<file path="src/rtl/chain_loader_pkg.sv">
package chain_loader_pkg;
  localparam int WORD_W = 32;
  localparam int ALIGN_W = 2;
  localparam int TC_BIT = 31;

  typedef enum logic [2:0] {
    ST_IDLE, ST_RD_SRC, ST_RD_DST, ST_RD_CTRL, ST_RD_LINK, ST_DONE
  } ldState_e;

  // Word selector; value times four is the byte offset inside a descriptor.
  typedef enum logic [1:0] {
    W_SRC = 2'd0, W_DST = 2'd1, W_LINK = 2'd2, W_CTRL = 2'd3
  } wordSel_e;

  typedef struct packed {
    logic     start;    // capture request context
    logic     capWord;  // latch response data into selected field
    wordSel_e sel;      // word being fetched
  } ldStrb_t;
endpackage

</file>
<file path="src/rtl/chain_loader_ctrl.sv">
module chain_loader_ctrl
  import chain_loader_pkg::*;
(
  input  logic    clk,
  input  logic    rstN,
  input  logic    doneReq,
  input  logic    linkNull,
  input  logic    memGnt,
  input  logic    memRspValid,
  output ldStrb_t strb,
  output logic    memReq,
  output logic    busy,
  output logic    updValid
);
  ldState_e state, stateNxt;
  logic pending, pendingNxt;
  logic fetching;

  always_ff @(posedge clk) begin
    if (!rstN) begin
      state   <= ST_IDLE;
      pending <= 1'b0;
    end else begin
      state   <= stateNxt;
      pending <= pendingNxt;
    end
  end

  always_comb begin
    unique case (state)
      ST_RD_SRC:  strb.sel = W_SRC;
      ST_RD_DST:  strb.sel = W_DST;
      ST_RD_CTRL: strb.sel = W_CTRL;
      default:    strb.sel = W_LINK;
    endcase
  end

  assign fetching = (state == ST_RD_SRC) || (state == ST_RD_DST) ||
                    (state == ST_RD_CTRL) || (state == ST_RD_LINK);
  assign memReq   = fetching && !pending;
  assign busy     = (state != ST_IDLE);
  assign updValid = (state == ST_DONE);

  always_comb begin
    stateNxt     = state;
    pendingNxt   = pending;
    strb.start   = 1'b0;
    strb.capWord = 1'b0;
    if (state == ST_IDLE) begin
      if (doneReq) begin
        strb.start = 1'b1;
        stateNxt   = linkNull ? ST_DONE : ST_RD_SRC;
      end
    end else if (state == ST_DONE) begin
      stateNxt = ST_IDLE;
    end else begin
      if (memReq && memGnt) pendingNxt = 1'b1;
      if (pending && memRspValid) begin
        strb.capWord = 1'b1;
        pendingNxt   = 1'b0;
        unique case (state)
          ST_RD_SRC:  stateNxt = ST_RD_DST;
          ST_RD_DST:  stateNxt = ST_RD_CTRL;
          ST_RD_CTRL: stateNxt = ST_RD_LINK;
          default:    stateNxt = ST_DONE;
        endcase
      end
    end
  end
endmodule

</file>
<file path="src/rtl/chain_loader_path.sv">
module chain_loader_path
  import chain_loader_pkg::*;
#(
  parameter int CHAN_W = 3
) (
  input  logic              clk,
  input  logic              rstN,
  input  ldStrb_t           strb,
  input  logic [CHAN_W-1:0] reqChan,
  input  logic [WORD_W-1:0] curLink,
  input  logic [WORD_W-1:0] curCtrl,
  input  logic [WORD_W-1:0] memRspData,
  output logic              linkNull,
  output logic [WORD_W-1:0] memAddr,
  output logic [CHAN_W-1:0] updChan,
  output logic [WORD_W-1:0] updSrc,
  output logic [WORD_W-1:0] updDst,
  output logic [WORD_W-1:0] updCtrl,
  output logic [WORD_W-1:0] updLink,
  output logic              updDisable,
  output logic              tcFlag
);
  localparam int HI_W = WORD_W - ALIGN_W;

  logic [HI_W-1:0]   baseHi;
  logic [WORD_W-1:0] baseAddr;
  logic [WORD_W-1:0] wordOfs;

  assign linkNull = (curLink[WORD_W-1:ALIGN_W] == '0);
  assign baseAddr = {baseHi, {ALIGN_W{1'b0}}};
  assign wordOfs  = WORD_W'({strb.sel, {ALIGN_W{1'b0}}});
  assign memAddr  = baseAddr + wordOfs;
  assign tcFlag   = updCtrl[TC_BIT];

  always_ff @(posedge clk) begin
    if (!rstN) begin
      baseHi     <= '0;
      updChan    <= '0;
      updSrc     <= '0;
      updDst     <= '0;
      updCtrl    <= '0;
      updLink    <= '0;
      updDisable <= 1'b0;
    end else if (strb.start) begin
      baseHi     <= curLink[WORD_W-1:ALIGN_W];
      updChan    <= reqChan;
      updCtrl    <= curCtrl;
      updLink    <= '0;
      updDisable <= linkNull;
    end else if (strb.capWord) begin
      unique case (strb.sel)
        W_SRC:   updSrc  <= memRspData;
        W_DST:   updDst  <= memRspData;
        W_CTRL:  updCtrl <= memRspData;
        default: updLink <= memRspData;
      endcase
    end
  end
endmodule

</file>
<file path="src/rtl/chain_loader.sv">
module chain_loader
  import chain_loader_pkg::*;
#(
  parameter int CHAN_W = 3
) (
  input  logic              clk,
  input  logic              rstN,
  input  logic              doneReq,
  input  logic [CHAN_W-1:0] reqChan,
  input  logic [31:0]       curLink,
  input  logic [31:0]       curCtrl,
  output logic              busy,
  output logic              memReq,
  output logic [31:0]       memAddr,
  input  logic              memGnt,
  input  logic              memRspValid,
  input  logic [31:0]       memRspData,
  output logic              updValid,
  output logic [CHAN_W-1:0] updChan,
  output logic [31:0]       updSrc,
  output logic [31:0]       updDst,
  output logic [31:0]       updCtrl,
  output logic [31:0]       updLink,
  output logic              updDisable,
  output logic              tcSet
);
  ldStrb_t strb;
  logic linkNull;
  logic tcFlag;

  chain_loader_ctrl u_ctrl (
    .clk(clk), .rstN(rstN), .doneReq(doneReq), .linkNull(linkNull),
    .memGnt(memGnt), .memRspValid(memRspValid), .strb(strb),
    .memReq(memReq), .busy(busy), .updValid(updValid)
  );

  chain_loader_path #(.CHAN_W(CHAN_W)) u_path (
    .clk(clk), .rstN(rstN), .strb(strb), .reqChan(reqChan),
    .curLink(curLink), .curCtrl(curCtrl), .memRspData(memRspData),
    .linkNull(linkNull), .memAddr(memAddr), .updChan(updChan),
    .updSrc(updSrc), .updDst(updDst), .updCtrl(updCtrl),
    .updLink(updLink), .updDisable(updDisable), .tcFlag(tcFlag)
  );

  assign tcSet = updValid && tcFlag;
endmodule

</file>
<file path="config.mk">
export PLATFORM = sky130hd
export DESIGN_NAME = chain_loader
export DESIGN_NICKNAME = d
export VERILOG_FILES = /design/src/rtl/chain_loader_pkg.sv /design/src/rtl/chain_loader_ctrl.sv /design/src/rtl/chain_loader_path.sv /design/src/rtl/chain_loader.sv
export SDC_FILE = /design/constraint.sdc
export NUM_CORES = 1
export LEC_CHECK = 0
export BUFFER_PORTS_ARGS = -buffer_cell sky130_fd_sc_hd__buf_2
export CORE_MARGIN = 2
export CORE_UTILIZATION = 30
export CTS_CLUSTER_DIAMETER = 80
export DETAILED_ROUTE_END_ITERATION = 10
export PLACE_DENSITY = 0.52
export SLEW_MARGIN = 20
export SYNTH_ARGS = -nofsm -noshare
export SYNTH_HDL_FRONTEND = slang
export SYNTH_SLANG_ARGS = --single-unit
</file>
<file path="constraint.sdc">
create_clock -name clk -period 8.1 [get_ports clk]
set_clock_uncertainty 0.1 [all_clocks]
set_input_delay 1.215 -clock clk [delete_from_list [all_inputs] [get_ports clk]]
set_output_delay 1.215 -clock clk [all_outputs]
set_load 0.1 [all_outputs]
</file>
; ---- Word-level counts from Yosys, hierarchy flattened
; Cells that the tools add are included.
[op_classes]
mux = 17
n_reduce_logical = 24
eq_ne = 8
n_bitwise = 5
addsub = 1
[ops]
columns = cell, count
row1 = 32-bit 2-to-1 mux, 3
row2 = 32-bit by 4-bit adder with 32-bit output, 1
row3 = 30-bit zero test, 1
row4 = 3-bit 2-to-1 mux, 5
row5 = 3-bit one-hot mux with 3 select lines, 1
row6 = 3-bit AND reduction, 3
row7 = 1-bit 2-to-1 mux, 7
row8 = 3-bit by 2-bit == test with 1-bit output (second input constant), 2
row9 = 3-bit == test (second input constant), 2
row10 = 2-bit one-hot mux with 3 select lines, 1
row11 = 2-bit AND reduction, 3
row12 = 2-bit nonzero test, 3
row13 = 3-bit nonzero test, 2
row14 = 1-bit inverter, 5
row15 = 1-bit logical AND, 4
row16 = 3-bit by 1-bit == test with 1-bit output (second input constant), 1
row17 = 3-bit zero test, 1
row18 = 1-bit logical OR, 3
row19 = 3-bit OR reduction, 1
row20 = 2-bit by 1-bit == test with 1-bit output (second input constant), 1
row21 = 2-bit == test (second input constant), 1
row22 = 2-bit zero test, 1
row23 = 2-bit inequality test (second input constant), 1
row24 = 2-bit OR reduction, 1
row25 = 1-bit zero test, 1
[word_totals]
register_bits = 166
in_bits = 104

; ---- Logic depth before layout (Yosys ltp)
; Gate-level depths: netlist (run 1).
[logic_depth]
word_depth = 8
depth_mapped = 10
mapped_depth_nobuf = 7

; ---- Cells and area by module
; Synthesis (run 1) repeated with hierarchy kept, for this count alone.
[unflattened]
hier_cells = 854
hier_area_um2 = 7253.2
[modules_own_cells]
columns = mod, area_per_inst_um2, cells_each, n_inst
row1 = chain_loader_path, 6956.7, 815, 1
row2 = chain_loader_ctrl, 290.3, 38, 1
row3 = chain_loader, 6.3, 1, 1

; ---- Worst setup path before layout (run 1)
; No wires, ideal clock.
[synth_timing]
kind = register to output
startpoint = reg u_ctrl.state[0]
endpoint = out memAddr[31]
path_stages_with_launch = 10
setup_slack_ns = 3.164
t_arrival_ns = 3.621
cell_sequence = dfxtp_1 buf_2 clkbuf_1 nand2b_1 a21o_1 ha_1 a21o_1 or3b_2 nor4_1 xor2_1
[synth_between]
elab_chain_cells = 3
[synth_lines]
columns = item, line
row1 = from (decl), chain_loader_ctrl.sv:15  ; ldState_e state, stateNxt;
row2 = from (signal assigned), chain_loader_ctrl.sv:24  ; state <= stateNxt;
row3 = 3-bit by 2-bit == test with 1-bit output / 3-bit by 1-bit == test with 1-bit output (equally long branches), chain_loader_ctrl.sv:30  ; unique case (state)
row4 = 2-bit one-hot mux with 3 select lines *, chain_loader_ctrl.sv:30
row5 = 32-bit by 4-bit adder with 32-bit output *, chain_loader_path.sv:32  ; assign memAddr = baseAddr + wordOfs;
row6 = to (decl), chain_loader.sv:14  ; output logic [31:0] memAddr,
; Mark *: on every way between the ends. The rest lies on a longest branch, timed or not.

; ---- Final worst setup path (run 1)
; Ends and elaborated chain as after synthesis.

==> flow_metrics.tcl, run 1 <==
set metrics [dict create \
    status "complete, no violations" \
    grt_usage_pct 18.94 \
    areaGrowthSynthToFinish_pct 29.13 \
    synth-edff-count 0 \
    portBuffers 267 \
    clk_pin_slew_ns 0.07 \
    dr.first_iter.drc_count 314 \
    synth_top_area_cell "dfxtp_1" \
    cts.repair.resized 0 \
    clockBufferDepth 2 \
    hold_ws_ns 0.3523 \
    cts.sinks 166 \
    crit_family "simple AND/OR/NAND/NOR gates" \
    num-fill-cells 2533 \
    holdBufCountCts 0 \
    tightest_slew_ns 0.9296 \
    via_count 6909 \
    critical_path.max_stage_delay_ns 0.66 \
    seq_area_frac_synth_pct 46.06 \
    dieArea_mm2 0.02531 \
    initial_core_util_pct 30.65 \
    critPathRequiredTime_ns 6.78 \
    ys_ff_latch 166 \
    finalCriticalPeriod_ns 4.857 \
    cp-end-kind "output port" \
    slew-limit-headroom_pct 38.02 \
    vias_per_cell 4.729 \
    setup_tns_ns 0 \
    grt_pass1_wl_um 38050 \
    arrival_ns 3.54 \
    fp.dieW_um 159.1 \
    die_h_um 159.1 \
    async_flop_share_pct 0 \
    use_met2_pct 31.62 \
    drt_wl_total_um 24270 \
    p_leak_nw 4.325 \
    cts_root_buf "clkbuf_16" \
    grt_setup_unrepaired "false" \
    netlist.area_leader.share_pct 46.06 \
    use_met1_pct 24.18 \
    slowest_stage "dfxtp_1" \
    cpMostUsedCell "a21o_1" \
    cp_max_fo 17 \
    crit_chain "nand2b_1, a21o_1, ha_1, a21o_1, or3b_2, nor4_1, xor2_1, buf_2" \
    ys_warn_count 0 \
    ys_types 41 \
    synth_area_mm2 0.007216 \
    cts_buffers 17 \
    detail_route.first_pass.iterations 6 \
    avgSynthCellArea_um2 8.017 \
    wl_per_cell_um 16.61 \
    insertion_delay_ns 0.42 \
    min_path_type "flop to flop" \
    layout.nets 1236 \
    criticalPathCategory "flop to output port" \
    finalCritPeriodShare_pct 59.96 \
    drcViolationCount 0 \
    setup_viol 0 \
    power_density_mw_per_mm2 255.1 \
    netlist_instances 900 \
    grt_max_degree 96 \
    crit_path_start_kind "flop" \
    maxCapViolations 0 \
    crit_buf_inv 1 \
    place_congestion 0.7794 \
    place_ws_ns 3.706 \
    pin_count 272 \
    yosys-top-cells-area "dfxtp_1, nand2_1, a21boi_0" \
    dp_hpwl_um 16490 \
    antennaDiodeCount 0 \
    antenna_found_initial 0 \
    cts_setup_buffers 0 \
    synth_ff_type "dfxtp_1" \
    maxSlewViolCount 0 \
    peakVddDrop_uv 118.0 \
    setup_slack_ns 3.243 \
    grtUsageMet3_pct 5.470 \
    postRouteAntennaNets 0 \
    grt_remaining_overflow 0 \
    finalHoldViolCount 0 \
    yosys-top-cells-count "nand2_1, dfxtp_1, a21boi_0" \
    cts_tree "yes" \
    drive_gt1_share_pct 27.76 \
    core-area_mm2 0.02354 \
    grt_busiest_layer "met2" \
    h-tree-depth 4 \
    placementRows 56 \
    grt_pass1_vias 6548 \
    synth.most_common_cell "nand2_1" \
    max_freq_mhz 205.9 \
]
## per-layer routing
metal / vias to the layer above / part of all wire (%)
li1: 3455 / -
met4: 0 / 1.2
met5: - / 0
met2: 186 / 47
met3: 16 / 6.2
met1: 3252 / 46
## flip-flops by register name (all words and copies together) (netlist names)
signal	count
u_path.updCtrl	32
u_path.updDst	32
u_path.updLink	32
u_path.updSrc	32
u_path.baseHi	30
u_ctrl.state	3
u_path.updChan	3
u_ctrl.pending	1
u_path.updDisable	1
## final timing paths
| check | endpoint | startpoint | cells after the start | slack (ns) |
|---|---|---|---|---|
| min | u_path.updLink[26]$_SDFFE_PP0P_ | u_path.updLink[26]$_SDFFE_PP0P_ | 2 | 0.35 |
| max reg2reg | u_path.updCtrl[18]$_SDFFE_PN0P_ | u_ctrl.state[2]$_SDFFE_PN0P_ | 5 | 5.05 |
| min reg2reg | u_path.updLink[26]$_SDFFE_PP0P_ | u_path.updLink[26]$_SDFFE_PP0P_ | 2 | 0.35 |
| max | memAddr[31] | u_ctrl.state[0]$_SDFFE_PN0P_ | 8 | 3.24 |
## where the power goes
part | leakage, nW | switching [mW] | internal (mW)
registers | 1.35 | 0.0396 | 0.861
clock network | 0.297 | 0.373 | 0.467
logic | 2.68 | 0.516 | 0.120
total | 4.32 | 0.929 | 1.45
## metrics by stage
| step | utilization, % | std cells | total power, mW | instance area, um^2 |
|---|---|---|---|---|
| 6_report | 39.58 | 1461 | 2.377 | 9318 |
| 5_1_grt | 39.58 | 1461 | 2.484 | 9318 |
| 4_1_cts | 39.58 | 1461 | 2.412 | 9318 |
| 3_5_place_dp | 37.04 | 1429 | 1.560 | 8721 |
| 3_3_place_gp | 37.04 | 1429 | 1.558 | 8721 |
| 2_1_floorplan | - | 901 | 1.435 | 7219 |
## cells in the final DEF (no fill, tap or decap), drive strengths merged, types with 2 or more instances in the layout
master  count
clkbuf     18
inv        14
and3        2
and2        4
a21oi      34
o211a      32
o21a        2
conb        2
a21o        2
or3         4
nor2b       2
and4        6
buf       279
nor4       10
nor3b       2
nand3      41
xor2       17
nand4      11
bufinv      2
nand2     338
nor3       14
xnor2      12
ha          2
o21ai       5
dfxtp     166
a21boi     97
nor2        8
nand2b      2
clkinv      5
## cells by family after synthesis
group                    Yosys count  share of synthesized area, %
flip-flops                       166                         46.06
buffers and inverters             77                         5.237
other                              1                       0.05197
XOR/XNOR                          29                         3.520
AND/OR/NAND/NOR                  448                         26.29
AO/OA/AOI/OAI                    176                         18.22
adder cells (fa/ha/maj)            3                        0.6242
## final cells by class
class                           instances  area [um^2]  area share (%)
Clock inverter                         14        167.7           1.799
Sequential cell                       166         3323           35.67
Multi-Input combinational cell        658         3543           38.03
Tap cell                              319        399.1           4.284
Clock buffer                           18        429.2           4.606
Timing Repair Buffer                  279         1429           15.34
Inverter                                7        26.28          0.2820
## tightest hold or removal path: cells and delay by family (launching register included)
family	cells	cell delay (ns)
AO/OA/AOI/OAI	1	0.05
AND/OR/NAND/NOR	1	0.05
flip-flops	1	0.31
(Power assumes the default switching activity.)
==> inputs of run 2 (changes only) <==
- PLACE_DENSITY: 0.52 -> 0.54
- clock period: 8.1 -> 4.35 ns (I/O delays scaled with it)
==> flow_metrics.tcl, run 2 (synthesis results as in run 1) <==
set metrics [dict create \
    finalCriticalPeriod_ns 4.192 \
    critPathRequiredTime_ns 3.60 \
    final_common_cell "nand2_1" \
    tightest_slew_ns 0.9479 \
    crit_buf_inv 1 \
    cts_root_buf "clkbuf_16" \
    crit_chain "nand2b_1, a21o_1, ha_1, a21o_1, or3b_2, nor4_1, xor2_2, buf_2" \
    min_from "u_path.updSrc[8]$_SDFFE_PN0P_" \
    grt_max_degree 78 \
    drcViolationCount 0 \
    drt_wl_total_um 24340 \
    num-fill-cells 2526 \
    antennaDiodeCount 0 \
    crit_family "simple AND/OR/NAND/NOR gates" \
    dieArea_mm2 0.02531 \
    status "complete, no violations" \
    drive_gt1_share_pct 28.18 \
    cp_max_fo 14 \
    maxCapViolations 0 \
    rr_endpoint "u_path.updCtrl[26]$_SDFFE_PN0P_" \
    grt_remaining_overflow 0 \
    fin_cells 1465 \
    areaGrowthSynthToFinish_pct 29.95 \
    dr.first_iter.drc_count 411 \
    via_count 6873 \
    portBuffers 267 \
    layout.nets 1240 \
    fp.dieW_um 159.1 \
    r2r_cells 5 \
    placed_cells 1433 \
    grt_usage_pct 19.02 \
    criticalPathCategory "flop to output port" \
    critical_path.max_stage_delay_ns 0.53 \
    clk_pin_slew_ns 0.07 \
    core-area_mm2 0.02354 \
    multi_input_area_mm2 0.003551 \
    cpMostUsedCell "a21o_1" \
    postRouteAntennaNets 0 \
    cts_setup_buffers 0 \
    ff_latch_area_mm2 0.003323 \
    rr_startpoint "u_ctrl.state[1]$_SDFFE_PN0P_" \
    cts_buffers 17 \
    final_cell_mix "nand2_1, buf_2, dfxtp_1" \
    clockBufferDepth 2 \
    crit_path_start_kind "flop" \
    peakVddDrop_uv 233.5 \
    cp-end-kind "output port" \
    maxSlewViolCount 0 \
    finalCritPeriodShare_pct 96.37 \
    whs_endpoint "u_path.updSrc[8]$_SDFFE_PN0P_" \
    wl_per_cell_um 16.62 \
    cts_tree "yes" \
    min_path_type "flop to flop" \
    max_freq_mhz 238.5 \
    reg2reg_slack_ns 1.80 \
    p_leak_nw 4.348 \
    die_h_um 159.1 \
    pin_count 272 \
    grt_setup_unrepaired "false" \
    insertion_delay_ns 0.42 \
    h-tree-depth 4 \
    worstHoldPathCells 2 \
    placementRows 56 \
    slew-limit-headroom_pct 36.46 \
    holdBufCountCts 0 \
    antenna_found_initial 0 \
    finalHoldViolCount 0 \
    vias_per_cell 4.691 \
    place_congestion 0.8109 \
    detail_route.first_pass.iterations 5 \
    setup_viol 0 \
    slowest_stage "or3b_2" \
    grt_pass1_wl_um 38180 \
    setup_tns_ns 0 \
    dp_hpwl_um 16670 \
    initial_core_util_pct 30.65 \
    power_density_mw_per_mm2 478.7 \
    grt_pass1_vias 6507 \
    cts.sinks 166 \
    cts.repair.resized 0 \
    arrival_ns 3.44 \
]
-- run 2: per-layer routing --
layer | GRT usage, % | wire length, um | part of all wire, %
met1 | 25.77 | 11330 | 47
met2 | 29.88 | 11020 | 45
met3 | 5.444 | 1702 | 7.0
met4 | 4.711 | 292 | 1.2
met5 | 0 | 0 | 0
-- run 2: report_power, final --
group	switching, mW	internal (mW)	total, mW
logic	0.970	0.228	1.20
clock network	0.693	0.923	1.62
registers	0.0702	1.60	1.67
total	1.73	2.75	4.49
-- run 2: worst max path at each step --
stage	start	depth (start not counted)	endpoint	slack [ns]
2_1_floorplan	u_ctrl.state[0]$_SDFFE_PN0P_	9	memAddr[25]	0.09
3_3_place_gp	u_ctrl.state[1]$_SDFFE_PN0P_	8	memAddr[31]	0.64
3_5_place_dp	u_ctrl.state[1]$_SDFFE_PN0P_	8	memAddr[31]	0.62
4_1_cts	u_ctrl.state[1]$_SDFFE_PN0P_	8	memAddr[31]	0.14
5_1_grt	u_ctrl.state[1]$_SDFFE_PN0P_	8	memAddr[31]	0.004
6_report	u_ctrl.state[1]$_SDFFE_PN0P_	8	memAddr[31]	0.16
-- run 2: per-stage QoR --
step	power (mW)	hold WS (ns)	instance area, um^2	util [%]	setup slack [ns]
6_report	4.489	0.3523	9376	39.83	0.1579
5_1_grt	4.688	0.3644	9376	39.83	0.004361
4_1_cts	4.550	0.3512	9376	39.83	0.1421
2_1_floorplan	2.673	0.3478	7227	-	0.08833
3_5_place_dp	2.916	0.3446	8758	37.20	0.6166
3_3_place_gp	2.911	0.3374	8758	37.20	0.6444
-- run 2: tightest hold or removal path: stages (launching register included) --
cell and delay (ns):
dfxtp_1 0.31, nand2_1 0.05, a21boi_1 0.05
-- run 2: layout make-up --
class / instances / area share, %
multi-input cells: 658 / 37.87
flip-flops and latches: 166 / 35.44
repair buffers: 283 / 15.56
clock buffers: 17 / 4.537
well taps: 319 / 4.257
clock inverters: 15 / 2.055
inverters: 7 / 0.2802
==> inputs of run 3 (changes only) <==
- BUFFER_PORTS_ARGS: -buffer_cell sky130_fd_sc_hd__buf_2 -> default
- DONT_BUFFER_PORTS: default -> 1
- PLACE_DENSITY: 0.54 -> 0.44
- SYNTH_HIERARCHICAL: default -> 1
==> flow_metrics.tcl, run 3 <==
set metrics [dict create \
    insertion_delay_ns 0.43 \
    synth_top_area_cell "dfxtp_1" \
    pin_count 272 \
    hold_ws_ns 0.2431 \
    cp_max_fo 10 \
    antenna_found_initial 0 \
    cts_buffers 17 \
    peakVddDrop_uv 227.5 \
    yosys-top-cells-area "dfxtp_1, nand2_1, mux2i_1" \
    finalCriticalPeriod_ns 4.150 \
    cts_root_buf "clkbuf_16" \
    fin_util_pct 36.13 \
    route.met3.wl_um 1930 \
    cts_setup_buffers 0 \
    grt_pass1_wl_um 35260 \
    via_count 5744 \
    clockBufferDepth 2 \
    cts.sinks 166 \
    antennaDiodeCount 0 \
    place_ws_ns 0.6857 \
    postRouteAntennaNets 0 \
    h-tree-depth 4 \
    placementRows 56 \
    dp_hpwl_um 15410 \
    highest_layer "met4" \
    slew-limit-headroom_pct 28.87 \
    place_congestion 0.7473 \
    ys_types 41 \
    cp-end-kind "output port" \
    status "complete, no violations" \
    holdBufCountCts 0 \
    drt_wl_total_um 22780 \
    grt_max_degree 134 \
    netlist.area_leader.share_pct 45.82 \
    clk_pin_slew_ns 0.08 \
    core-area_mm2 0.02361 \
    cp-startpoint "u_ctrl/state[1]$_SDFFE_PN0P_" \
    maxSlewViolCount 0 \
    rr_startpoint "u_ctrl/state[2]$_SDFFE_PN0P_" \
    portBuffers 0 \
    r2r_cells 5 \
    arrival_ns 3.40 \
    synth.most_common_cell "nand2_1" \
    num-fill-cells 2504 \
    netlist_instances 854 \
    synth_area_mm2 0.007253 \
    critPathRequiredTime_ns 3.60 \
    criticalPathCategory "flop to output port" \
    dieArea_mm2 0.02544 \
    maxCapViolations 0 \
    crit_path_start_kind "flop" \
    wl_met2_um 10630 \
    dr.first_iter.drc_count 302 \
    min_from "memRspData[20]" \
    synth_ff_type "dfxtp_1" \
    setup_tns_ns 0 \
    detail_route.first_pass.iterations 5 \
    ys_warn_count 6 \
    setup_viol 0 \
    drcViolationCount 0 \
    wl_per_cell_um 19.19 \
    avgSynthCellArea_um2 8.493 \
    finalCritPeriodShare_pct 95.40 \
    grt_remaining_overflow 0 \
    die_h_um 159.5 \
    fp.dieW_um 159.5 \
    reg2reg_slack_ns 1.70 \
    grt_usage_pct 17.87 \
    min_path_type "input pin to flop" \
    initial_core_util_pct 30.72 \
    areaGrowthSynthToFinish_pct 17.61 \
    setup_slack_ns 0.2000 \
    worstHoldPathCells 2 \
    grt_pass1_vias 5673 \
    drt-met1-wl_um 9985 \
    grt_setup_unrepaired "true" \
    final_common_cell "nand2_1" \
    drive_gt1_share_pct 13.36 \
    layout.nets 962 \
    cts_tree "yes" \
    async_flop_share_pct 0 \
    ys_ff_latch 166 \
    seq_area_frac_synth_pct 45.82 \
    final_cell_mix "nand2_1, dfxtp_1, mux2i_1" \
    tightest_slew_ns 1.066 \
    finalHoldViolCount 0 \
    vias_per_cell 4.839 \
    power.total_mw 3.944 \
    yosys-top-cells-count "nand2_1, dfxtp_1, mux2i_1" \
    multi_input_area_mm2 0.003887 \
    power_density_mw_per_mm2 462.3 \
    max_freq_mhz 241.0 \
    synth-edff-count 0 \
    ff_latch_area_mm2 0.003323 \
    p_leak_nw 3.215 \
]
==> run 3: stage by stage <==
step                      cells  area (um^2)
final                      1187         8531
after global routing       1187         8531
after CTS                  1187         8522
after detailed placement   1155         7924
after global placement     1155         7924
after floorplan             855         7257
==> run 3: repair_timing <==
item	4_1_cts	5_1_grt
endpoints found under the setup margin	0	3
gates resized for setup	0	1
endpoints found under the hold margin	0	0
==> run 3: worst paths after layout <==
| check | endpoint |
|---|---|
| setup reg to reg | u_path/updDisable$_SDFFE_PN0P_ |
| hold reg to reg | u_path/baseHi[0]$_SDFFE_PN0P_ |
| hold / removal | u_path/updLink[20]$_SDFFE_PP0P_ |
| setup / recovery | memAddr[30] |
==> run 3: critical path: stages (launching register included) <==
cell and delay, ns:
dfxtp_1 0.55, inv_1 0.13, nor2_1 0.30, ha_1 0.24, fa_1 0.28, and4_1 0.38
nand4_1 0.22, nor4_1 0.40, xor2_2 0.16, buf_4 0.30
==> run 3: cell families after synthesis <==
| kind of cell | after synthesis | share of synthesized area, % |
|---|---|---|
| AND/OR/NAND/NOR | 385 | 24.93 |
| flip-flops | 166 | 45.82 |
| AO/OA/AOI/OAI | 140 | 12.14 |
| multiplexers | 65 | 8.970 |
| buffers and inverters | 65 | 3.967 |
| XOR/XNOR | 29 | 3.502 |
| adder cells (fa/ha/maj) | 3 | 0.6210 |
| other | 1 | 0.05170 |
==> run 3: where the power goes <==
| group | switching, mW | leakage (nW) | total [mW] | internal (mW) |
|---|---|---|---|---|
| clock | 0.759 | 0.291 | 1.54 | 0.781 |
| sequential | 0.284 | 1.35 | 1.86 | 1.58 |
| combinational | 0.386 | 1.58 | 0.544 | 0.158 |
==> run 3: final cells by class <==
cell class / count / area share, %
timing repair buffer: 40 / 3.520
inverter: 6 / 0.2640
multi-input combinational: 624 / 45.57
clock inverter: 15 / 2.024
sequential: 166 / 38.96
tap: 319 / 4.679
clock buffer: 17 / 4.987
==> run 3: metal layers <==
layer  vias to the layer above  track usage (%)
met2                       189            29.04
met4                         0            4.669
met5                         -                0
met1                      2723            22.21
met3                        14            6.851
li1                       2818                -
